**config.mk**
```make
export PLATFORM = sky130hd
export DESIGN_NAME = sync_serial_master
export DESIGN_NICKNAME = d
export VERILOG_FILES = /design/src/rtl/ssm_pkg.sv /design/src/rtl/ssm_halfclk.sv /design/src/rtl/ssm_rx_delay.sv /design/src/rtl/ssm_rx_shift.sv /design/src/rtl/sync_serial_master.sv
export SDC_FILE = /design/constraint.sdc
export NUM_CORES = 1
export LEC_CHECK = 0
export ABC_AREA = 1
export CAP_MARGIN = 20
export CORE_MARGIN = 2
export CORE_UTILIZATION = 50
export DETAILED_ROUTE_END_ITERATION = 8
export DONT_BUFFER_PORTS = 1
export PLACE_DENSITY_LB_ADDON = 0.05
export SYNTH_ARGS = -nofsm -noshare
export SYNTH_HDL_FRONTEND = slang
export SYNTH_HIERARCHICAL = 1
export SYNTH_SLANG_ARGS = --single-unit
```
**constraint.sdc**
```tcl
create_clock -name clk -period 3.8 [get_ports clk]
set_input_delay 0.76 -clock clk [delete_from_list [all_inputs] [get_ports clk]]
set_output_delay 0.76 -clock clk [all_outputs]
set_load 0.005 [all_outputs]
```
**src/rtl/ssm_pkg.sv**
```systemverilog
package ssm_pkg;
  typedef enum logic [1:0] {
    FMT_SPI     = 2'd0,
    FMT_PULSE   = 2'd1,
    FMT_CTRL    = 2'd2,
    FMT_SPI_ALT = 2'd3
  } fmt_e;

  localparam int CTRL_BITS = 8;
  localparam int MIN_BITS  = 4;
endpackage

```
**src/rtl/ssm_halfclk.sv**
```systemverilog
// Half-period timer: one tick per half serial-clock period while running.
module ssm_halfclk #(
  parameter int HW = 15
) (
  input  logic          clk,
  input  logic          rst,
  input  logic          run,
  input  logic [HW-1:0] half,
  output logic          tick
);
  logic [HW-1:0] cnt;

  assign tick = run && (cnt == half - HW'(1));

  always_ff @(posedge clk) begin
    if (rst || !run) cnt <= '0;
    else if (tick)   cnt <= '0;
    else             cnt <= cnt + HW'(1);
  end
endmodule

```
**src/rtl/ssm_rx_delay.sv**
```systemverilog
// Delays the sample strobe by a selectable number of clock cycles.
module ssm_rx_delay #(
  parameter int DLY_W = 3
) (
  input  logic             clk,
  input  logic             rst,
  input  logic             ev_in,
  input  logic [DLY_W-1:0] sel,
  output logic             ev_out
);
  localparam int TAPS = (1 << DLY_W) - 1;

  logic [TAPS-1:0] dl;

  for (genvar i = 0; i < TAPS; i++) begin : g_tap
    if (i == 0) begin : g_first
      always_ff @(posedge clk) dl[0] <= rst ? 1'b0 : ev_in;
    end else begin : g_next
      always_ff @(posedge clk) dl[i] <= rst ? 1'b0 : dl[i-1];
    end
  end

  assign ev_out = (sel == '0) ? ev_in : dl[sel - DLY_W'(1)];
endmodule

```
**src/rtl/ssm_rx_shift.sv**
```systemverilog
// Collects sampled bits and emits a right-justified word after the last one.
module ssm_rx_shift #(
  parameter int WORD_W = 32,
  parameter int CNT_W  = 7
) (
  input  logic              clk,
  input  logic              rst,
  input  logic              smp,
  input  logic              din,
  input  logic [CNT_W-1:0]  nbits,
  output logic              rx_valid,
  output logic [WORD_W-1:0] rx_data
);
  logic [WORD_W-1:0] sr;
  logic [CNT_W-1:0]  cnt;

  always_ff @(posedge clk) begin
    if (rst) begin
      sr       <= '0;
      cnt      <= '0;
      rx_valid <= 1'b0;
      rx_data  <= '0;
    end else begin
      rx_valid <= 1'b0;
      if (smp) begin
        if (cnt == nbits - CNT_W'(1)) begin
          rx_data  <= {sr[WORD_W-2:0], din};
          rx_valid <= 1'b1;
          sr       <= '0;
          cnt      <= '0;
        end else begin
          sr  <= {sr[WORD_W-2:0], din};
          cnt <= cnt + CNT_W'(1);
        end
      end
    end
  end
endmodule

```
**src/rtl/sync_serial_master.sv**
```systemverilog
module sync_serial_master
  import ssm_pkg::*;
#(
  parameter int WORD_W = 32,
  parameter int DIV_W  = 16,
  parameter int DLY_W  = 3,
  localparam int LEN_W = $clog2(WORD_W),
  localparam int CNT_W = LEN_W + 2,
  localparam int HW    = DIV_W - 1
) (
  input  logic              clk,
  input  logic              rst,
  input  logic [1:0]        cfg_fmt,
  input  logic              cfg_cpol,
  input  logic              cfg_cpha,
  input  logic [LEN_W-1:0]  cfg_len,
  input  logic [DIV_W-1:0]  cfg_div,
  input  logic [DLY_W-1:0]  cfg_rx_dly,
  input  logic              tx_valid,
  input  logic [WORD_W-1:0] tx_data,
  output logic              tx_ready,
  output logic              rx_valid,
  output logic [WORD_W-1:0] rx_data,
  output logic              busy,
  output logic              sclk,
  output logic              mosi,
  input  logic              miso,
  output logic              ss_n,
  output logic              sfrm
);
  // Frame state, captured at accept
  logic             active, phase_b;
  logic [CNT_W-1:0] bit_left, len_l;
  fmt_e             fmt_l;
  logic             cpol_l;
  logic [HW-1:0]    half_l;
  logic [DLY_W-1:0] dly_l;
  logic [WORD_W:0]  tx_sr;

  // Next-frame decode
  fmt_e              fmt_n;
  logic              cpol_n, cpha_n, accept, tick, in_pre, smp_ev, smp_dly, idle_lvl;
  logic [CNT_W-1:0]  len_n, pre_n;
  logic [WORD_W-1:0] aligned;
  logic [WORD_W:0]   load_n;

  assign tx_ready = !active && (cfg_div[DIV_W-1:1] != '0);
  assign accept   = tx_valid && tx_ready;
  assign busy     = active;
  assign mosi     = tx_sr[WORD_W];

  always_comb begin
    fmt_n = (fmt_e'(cfg_fmt) == FMT_SPI_ALT) ? FMT_SPI : fmt_e'(cfg_fmt);
    len_n = (cfg_len < LEN_W'(MIN_BITS - 1)) ? CNT_W'(MIN_BITS)
                                              : CNT_W'(cfg_len) + CNT_W'(1);
    aligned = tx_data << (CNT_W'(WORD_W) - len_n);
    case (fmt_n)
      FMT_PULSE: begin
        pre_n = CNT_W'(1);  cpol_n = 1'b0; cpha_n = 1'b1;
        load_n = {1'b0, aligned};
      end
      FMT_CTRL: begin
        pre_n = CNT_W'(CTRL_BITS); cpol_n = 1'b0; cpha_n = 1'b0;
        load_n = {tx_data[CTRL_BITS-1:0], (WORD_W+1-CTRL_BITS)'(0)};
      end
      default: begin
        pre_n = '0; cpol_n = cfg_cpol; cpha_n = cfg_cpha;
        load_n = {aligned, 1'b0};
      end
    endcase
    idle_lvl = (fmt_n == FMT_SPI) ? cfg_cpol : 1'b0;
  end

  ssm_halfclk #(.HW(HW)) u_half (
    .clk(clk), .rst(rst), .run(active), .half(half_l), .tick(tick)
  );

  // Capture point is the end of the first half of every received bit.
  assign in_pre = bit_left > len_l;
  assign smp_ev = active && tick && !phase_b && !in_pre;

  ssm_rx_delay #(.DLY_W(DLY_W)) u_dly (
    .clk(clk), .rst(rst), .ev_in(smp_ev), .sel(dly_l), .ev_out(smp_dly)
  );

  ssm_rx_shift #(.WORD_W(WORD_W), .CNT_W(CNT_W)) u_rx (
    .clk(clk), .rst(rst), .smp(smp_dly), .din(miso), .nbits(len_l),
    .rx_valid(rx_valid), .rx_data(rx_data)
  );

  always_ff @(posedge clk) begin
    if (rst) begin
      active   <= 1'b0;
      phase_b  <= 1'b0;
      bit_left <= '0;
      len_l    <= CNT_W'(MIN_BITS);
      fmt_l    <= FMT_SPI;
      cpol_l   <= 1'b0;
      half_l   <= '0;
      dly_l    <= '0;
      tx_sr    <= '0;
      sclk     <= 1'b0;
      ss_n     <= 1'b1;
      sfrm     <= 1'b0;
    end else if (!active) begin
      sclk <= idle_lvl;
      if (accept) begin
        active   <= 1'b1;
        phase_b  <= 1'b0;
        bit_left <= pre_n + len_n;
        len_l    <= len_n;
        fmt_l    <= fmt_n;
        cpol_l   <= cpol_n;
        half_l   <= cfg_div[DIV_W-1:1];
        dly_l    <= cfg_rx_dly;
        tx_sr    <= load_n;
        sclk     <= cpol_n ^ cpha_n;
        ss_n     <= (fmt_n == FMT_PULSE);
        sfrm     <= (fmt_n == FMT_PULSE);
      end
    end else if (tick) begin
      if (!phase_b) begin
        phase_b <= 1'b1;
        sclk    <= ~sclk;
      end else if (bit_left == CNT_W'(1)) begin
        active   <= 1'b0;
        phase_b  <= 1'b0;
        bit_left <= '0;
        tx_sr    <= '0;
        sclk     <= cpol_l;
        ss_n     <= 1'b1;
        sfrm     <= 1'b0;
      end else begin
        phase_b  <= 1'b0;
        bit_left <= bit_left - CNT_W'(1);
        tx_sr    <= {tx_sr[WORD_W-1:0], 1'b0};
        sclk     <= ~sclk;
        sfrm     <= 1'b0;
      end
    end
  end

  // fmt_l is kept for visibility of the captured format in debug views.
  logic fmt_unused;
  assign fmt_unused = ^fmt_l;
endmodule

```
==> impl_results.html, run 1 <==
<table>
<tr><th>Metric</th><th>Value</th></tr>
<tr><th colspan="2">Placed design</th></tr>
<tr><td>Number of port buffers</td><td>0</td></tr>
<tr><td>Detailed Place HPWL</td><td>20300 um</td></tr>
<tr><td>Routability congestion estimate</td><td>0.937</td></tr>
<tr><td>Placed Instances</td><td>1832</td></tr>
<tr><th colspan="2">Layout</th></tr>
<tr><td>Register area</td><td>between 3000 and 4000 sq um</td></tr>
<tr><td>Leading cell type in the layout, fill and taps excluded</td><td>sky130_fd_sc_hd__nand2_1</td></tr>
<tr><td>Fraction of layout cells with a size suffix above 1</td><td>8.78%</td></tr>
<tr><td>FILL cells</td><td>2084</td></tr>
<tr><td>Number of antenna diodes</td><td>0</td></tr>
<tr><td>Leading cell types in the layout, fill and taps excluded</td><td>438 x sky130_fd_sc_hd__nand2_1, 297 x sky130_fd_sc_hd__nand3_1, 163 x sky130_fd_sc_hd__dfxtp_1</td></tr>
<tr><td>Number of nets in the final layout</td><td>1667</td></tr>
<tr><td>Footprint of the multi-input gates</td><td>6320 sq um</td></tr>
<tr><td>Final cell count without fillers</td><td>1864</td></tr>
<tr><td>Layout-stage area growth over the synthesis result</td><td>6.86%</td></tr>
<tr><th colspan="2">CTS</th></tr>
<tr><td>Clock latency on the worst-skew pair</td><td>0.43 ns</td></tr>
<tr><td>Clock slew at reported path FFs</td><td>approximately 0.060 ns</td></tr>
<tr><td>Setup fix buffers added after clock tree synthesis</td><td>0</td></tr>
<tr><td>Max H-tree Level</td><td>4</td></tr>
<tr><td>Clock tree from TritonCTS</td><td>done</td></tr>
<tr><td>Number of sinks on the clock net</td><td>roughly 160</td></tr>
<tr><td>Count of hold-fix buffers inserted at cts</td><td>0</td></tr>
<tr><td>Clock tree root driver cell</td><td>sky130_fd_sc_hd__clkbuf_16</td></tr>
<tr><td>Num CTS Buffers</td><td>17</td></tr>
<tr><td>Worst-case clock buffer depth</td><td>2</td></tr>
<tr><td>Quantity of gates resized following cts</td><td>0</td></tr>
<tr><th colspan="2">STA</th></tr>
<tr><td>Fin crit share</td><td>89.2%</td></tr>
<tr><td>Max Clk Rate</td><td>0.295 GHz</td></tr>
<tr><td>Clock period minus worst slack</td><td>3.39 ns</td></tr>
<tr><td>Setup repair after global routing missed its margin</td><td>false</td></tr>
<tr><td>Worst rel slew slack</td><td>29.6%</td></tr>
<tr><td>Setup total negative slack</td><td>0 ns</td></tr>
<tr><td>Maximum clock skew at final layout</td><td>0.0138 ns</td></tr>
<tr><td>Hold Fails Final Rpt</td><td>0</td></tr>
<tr><td>Worst Tran Pin Value</td><td>1.05 ns</td></tr>
<tr><td>Setup-failing EPs final</td><td>0</td></tr>
<tr><td>Number of slew-limit violations in the final report</td><td>0</td></tr>
<tr><th colspan="2">Global routing</th></tr>
<tr><td>Global-route wire length before repair</td><td>48600 um</td></tr>
<tr><td>Initial antenna violation count</td><td>0</td></tr>
<tr><td>Via count of the first global-routing pass</td><td>between 9000 and 10000</td></tr>
<tr><td>Overall routing resource usage</td><td>26.7%</td></tr>
<tr><td>Maximum number of pins on one net before global-route repair</td><td>73</td></tr>
<tr><td>Overflow left after global routing</td><td>0</td></tr>
<tr><th colspan="2">Worst setup path</th></tr>
<tr><td>CP Cell Sequence</td><td>inv_2, ha_1, nand3_2, nor2_2, nand2_1, nand2_1, nand2_1, nor2_1, nand2_1, nor2_2, nand2_2, inv_1, inv_1, a2111oi_0, buf_4, nand3_1, nand2_1, clkinv_1, nor3_1, nand3_1, xor2_1, nor2_1</td></tr>
<tr><td>Maximum cell stage delay along the critical path</td><td>0.36 ns</td></tr>
<tr><td>Setup crit end kind</td><td>flop</td></tr>
<tr><td>Origin of the critical flop-to-flop path</td><td>half_l[0]</td></tr>
<tr><td>Slowest cell on crit path</td><td>sky130_fd_sc_hd__a2111oi_0</td></tr>
<tr><td>Critical path's most frequent cell</td><td>sky130_fd_sc_hd__nand2_1</td></tr>
<tr><td>Data required time of the worst path</td><td>4.16 ns</td></tr>
<tr><td>Register-to-Register Path Depth</td><td>22</td></tr>
<tr><td>Number of buffers and inverters on the critical path</td><td>5</td></tr>
<tr><td>Crit path launch type</td><td>flop</td></tr>
<tr><td>Destination of the worst register-to-register timing path</td><td>u_rx/cnt[5]</td></tr>
<tr><td>Largest fanout on the critical path</td><td>4</td></tr>
<tr><td>Top Family by Delay on Critical Path</td><td>simple AND/OR/NAND/NOR gates</td></tr>
<tr><td>Critical Path AT</td><td>3.75 ns</td></tr>
<tr><td>Worst setup slack for register-to-register paths</td><td>a little over 0.4 ns</td></tr>
<tr><td>Critical path class</td><td>reg -&gt; reg</td></tr>
<tr><th colspan="2">Synthesis</th></tr>
<tr><td>Avg Inst Size Synth</td><td>6.43 sq um</td></tr>
<tr><td>Number of warnings issued by yosys</td><td>6</td></tr>
<tr><td>Synth Instances</td><td>about 1600</td></tr>
<tr><td>Most common flop cell mapped by yosys</td><td>sky130_fd_sc_hd__dfxtp_1</td></tr>
<tr><td>Ys async rst share</td><td>0%</td></tr>
<tr><td>Number of distinct library cells after synthesis</td><td>between 40 and 50</td></tr>
<tr><td>Post-Syn Area</td><td>10500 sq um</td></tr>
<tr><td>Flops &amp; latches, synth</td><td>163</td></tr>
<tr><td>Portion of the post-synthesis area used by sequential elements</td><td>31.2%</td></tr>
<tr><td>Post-synth EDFFs</td><td>0</td></tr>
<tr><th colspan="2">Worst hold path</th></tr>
<tr><td>Critical hold path startpoint</td><td>rst</td></tr>
<tr><td>Number of cells on the worst hold path</td><td>1</td></tr>
<tr><td>Endpoint of the worst hold path</td><td>half_l[13]</td></tr>
<tr><td>Kind of path behind the tightest hold check</td><td>in -&gt; reg</td></tr>
<tr><th colspan="2">Route</th></tr>
<tr><td>Vias</td><td>10426</td></tr>
<tr><td>WL per Instance</td><td>15.4 um</td></tr>
<tr><td>Detailed-routing iteration count for the pre-antenna-repair pass</td><td>5</td></tr>
<tr><td>Mean number of vias per cell</td><td>5.59</td></tr>
<tr><td>Total DRC errors in the routed layout</td><td>0</td></tr>
<tr><td>Number of nets with antenna violations after routing</td><td>0</td></tr>
<tr><td>Wire length after detailed routing</td><td>approximately 29000 um</td></tr>
<tr><td>Number of DRC violations after detailed-routing iteration 0</td><td>721</td></tr>
<tr><th colspan="2">Pwr</th></tr>
<tr><td>Power Density</td><td>424 nW/um^2</td></tr>
<tr><td>Portion of total power attributed to combinational logic</td><td>25.8%</td></tr>
<tr><td>Proportion of power drawn by flip-flops and latches</td><td>38.5%</td></tr>
<tr><td>Int Pwr</td><td>3.13 mW</td></tr>
<tr><td>Power dissipated by switching net loads</td><td>1.61 mW</td></tr>
<tr><td>Clock network power share</td><td>35.8%</td></tr>
<tr><td>Reported leakage power</td><td>4.76 nW</td></tr>
<tr><td>Peak supply drop</td><td>roughly 0.32 mV</td></tr>
<tr><td>Net switching share of the total power</td><td>34.0%</td></tr>
<tr><th colspan="2">Outcome</th></tr>
<tr><td>Result of the run</td><td>complete, no violations</td></tr>
<tr><th colspan="2">Die</th></tr>
<tr><td>Height of the die</td><td>149 um</td></tr>
<tr><td>Die extent in x</td><td>149 um</td></tr>
<tr><td>Count of pins on the block boundary</td><td>around 100</td></tr>
<tr><td>Std cell rows</td><td>52</td></tr>
<tr><td>Starting utilization of the core area</td><td>51.4%</td></tr>
<tr><td>CORE AREA</td><td>20400 sq um</td></tr>
<tr><td>Area of the die</td><td>22100 sq um</td></tr>
<tr><th colspan="2">Run</th></tr>
<tr><td>Max-cap violation count</td><td>0</td></tr>
</table>
-- state kept, by name (all words and copies together) (netlist names), 3 cells and up --
register and count:
tx_sr 33, u_rx/rx_data 32, u_rx/sr 31, half_l 15
u_half/cnt 15, bit_left 7, u_dly/dl 7, u_rx/cnt 7
len_l 6, dly_l 3
-- layout make-up --
cell class,count,share of cell area (%)
Clock buffer,22,4.33
Multi-Input combinational cell,1253,56.5
Sequential cell,163,29.2
Clock inverter,10,0.872
Timing Repair Buffer,28,2.10
Inverter,118,3.98
Tap cell,270,3.02
-- worst max-delay path by stage --
stage	startpoint	endpoint	slack, ns	cells past startpoint
2_1_floorplan	half_l[0]	u_rx/rx_data[13]	0.71	21
3_3_place_gp	half_l[0]	u_rx/cnt[5]	0.37	22
3_5_place_dp	half_l[0]	u_rx/cnt[5]	0.43	22
4_1_cts	half_l[0]	u_rx/cnt[5]	0.38	22
5_1_grt	half_l[0]	u_rx/cnt[5]	0.01	24
6_report	half_l[0]	u_rx/cnt[5]	0.41	22
-- stage by stage --
| stage | setup slack (ns) | area, sq um | hold slack (ns) | utilization (%) | power, mW |
|---|---|---|---|---|---|
| after detailed placement | 0.432 | 10600 | 0.415 | 52.1 | 3.07 |
| final | 0.409 | 11200 | 0.402 | 54.9 | 4.74 |
| after floorplan | 0.711 | 10500 | 0.403 | - | 2.79 |
| after global placement | 0.368 | 10600 | 0.410 | 52.1 | 3.06 |
| after global routing | 0.0107 | 11200 | 0.378 | 54.9 | 5.04 |
| after CTS | 0.377 | 11200 | 0.381 | 54.9 | 4.77 |
-- cells in the mapped netlist (3+ instances only) --
cell / instances / area, sq um
sky130_fd_sc_hd__inv_2: 14 / 52.6
sky130_fd_sc_hd__buf_1: 7 / 26.3
sky130_fd_sc_hd__nor3_1: 6 / 30.0
sky130_fd_sc_hd__o21ai_0: 58 / 290
sky130_fd_sc_hd__xor2_1: 23 / 201
sky130_fd_sc_hd__o211ai_1: 4 / 30.0
sky130_fd_sc_hd__nand2_2: 10 / 62.6
sky130_fd_sc_hd__nor2_4: 3 / 33.8
sky130_fd_sc_hd__ha_1: 22 / 275
sky130_fd_sc_hd__nor4_1: 3 / 18.8
sky130_fd_sc_hd__nand2_1: 438 / 1640
sky130_fd_sc_hd__nor2_2: 19 / 119
sky130_fd_sc_hd__nand4_1: 14 / 87.6
sky130_fd_sc_hd__nor2_1: 90 / 338
sky130_fd_sc_hd__buf_2: 23 / 115
sky130_fd_sc_hd__buf_6: 4 / 45.0
sky130_fd_sc_hd__o21ai_1: 9 / 45.0
sky130_fd_sc_hd__clkbuf_1: 53 / 199
sky130_fd_sc_hd__a211oi_1: 3 / 22.5
sky130_fd_sc_hd__inv_1: 102 / 383
sky130_fd_sc_hd__nand3_2: 21 / 210
sky130_fd_sc_hd__a31oi_1: 5 / 31.3
sky130_fd_sc_hd__o22ai_1: 9 / 56.3
sky130_fd_sc_hd__xnor2_1: 9 / 78.8
sky130_fd_sc_hd__nand3_1: 297 / 1490
sky130_fd_sc_hd__o21bai_1: 34 / 255
sky130_fd_sc_hd__nand3b_1: 4 / 30.0
sky130_fd_sc_hd__a21oi_1: 146 / 731
sky130_fd_sc_hd__buf_4: 6 / 45.0
sky130_fd_sc_hd__nand2_4: 3 / 33.8
sky130_fd_sc_hd__dfxtp_1: 163 / 3260
-- cell families after synthesis --
kind of cell	after synthesis	share of synthesized area, %
compound gates	276	14.6
xor+xnor	32	2.68
fa+ha+maj	22	2.63
buf+inv	212	8.51
flops	163	31.2
other cells	1	0.0358
simple gates	921	40.3
-- per-layer routing --
layer  part of all wire [%]  wire, um  track usage (%)
met1                     47     13400             35.7
met2                     46     13200             44.6
met3                    4.7      1350             4.11
met4                    2.1       592             8.14
met5                      0         0                0
-- power groups by stage --
stage / Clock (mW) / Combinational [mW] / Sequential (mW)
global placement: 0 / 1.20 / 1.86
CTS: 1.74 / 1.21 / 1.82
global route: 1.82 / 1.38 / 1.83
floorplan: 0 / 0.940 / 1.85
finish: 1.69 / 1.22 / 1.82
detailed placement: 0 / 1.21 / 1.86
Power figures use the tool's default switching activity.
==> run 2, diff against run 1 <==
--- a/config.mk
+++ b/config.mk
@@ -6,7 +6,6 @@
 export NUM_CORES = 1
 export LEC_CHECK = 0
 export ABC_AREA = 1
-export CAP_MARGIN = 20
 export CORE_MARGIN = 2
 export CORE_UTILIZATION = 50
 export DETAILED_ROUTE_END_ITERATION = 8
==> results of run 2 <==
Same layout as run 1: the final DEF is identical, and so are final timing and power.
==> run 3, diff against run 2 <==
--- a/config.mk
+++ b/config.mk
@@ -11,6 +11,7 @@
 export DETAILED_ROUTE_END_ITERATION = 8
 export DONT_BUFFER_PORTS = 1
 export PLACE_DENSITY_LB_ADDON = 0.05
+export SLEW_MARGIN = 20
 export SYNTH_ARGS = -nofsm -noshare
 export SYNTH_HDL_FRONTEND = slang
 export SYNTH_HIERARCHICAL = 1
==> results of run 3 <==
Same layout as run 1: the final DEF is identical, and so are final timing and power.
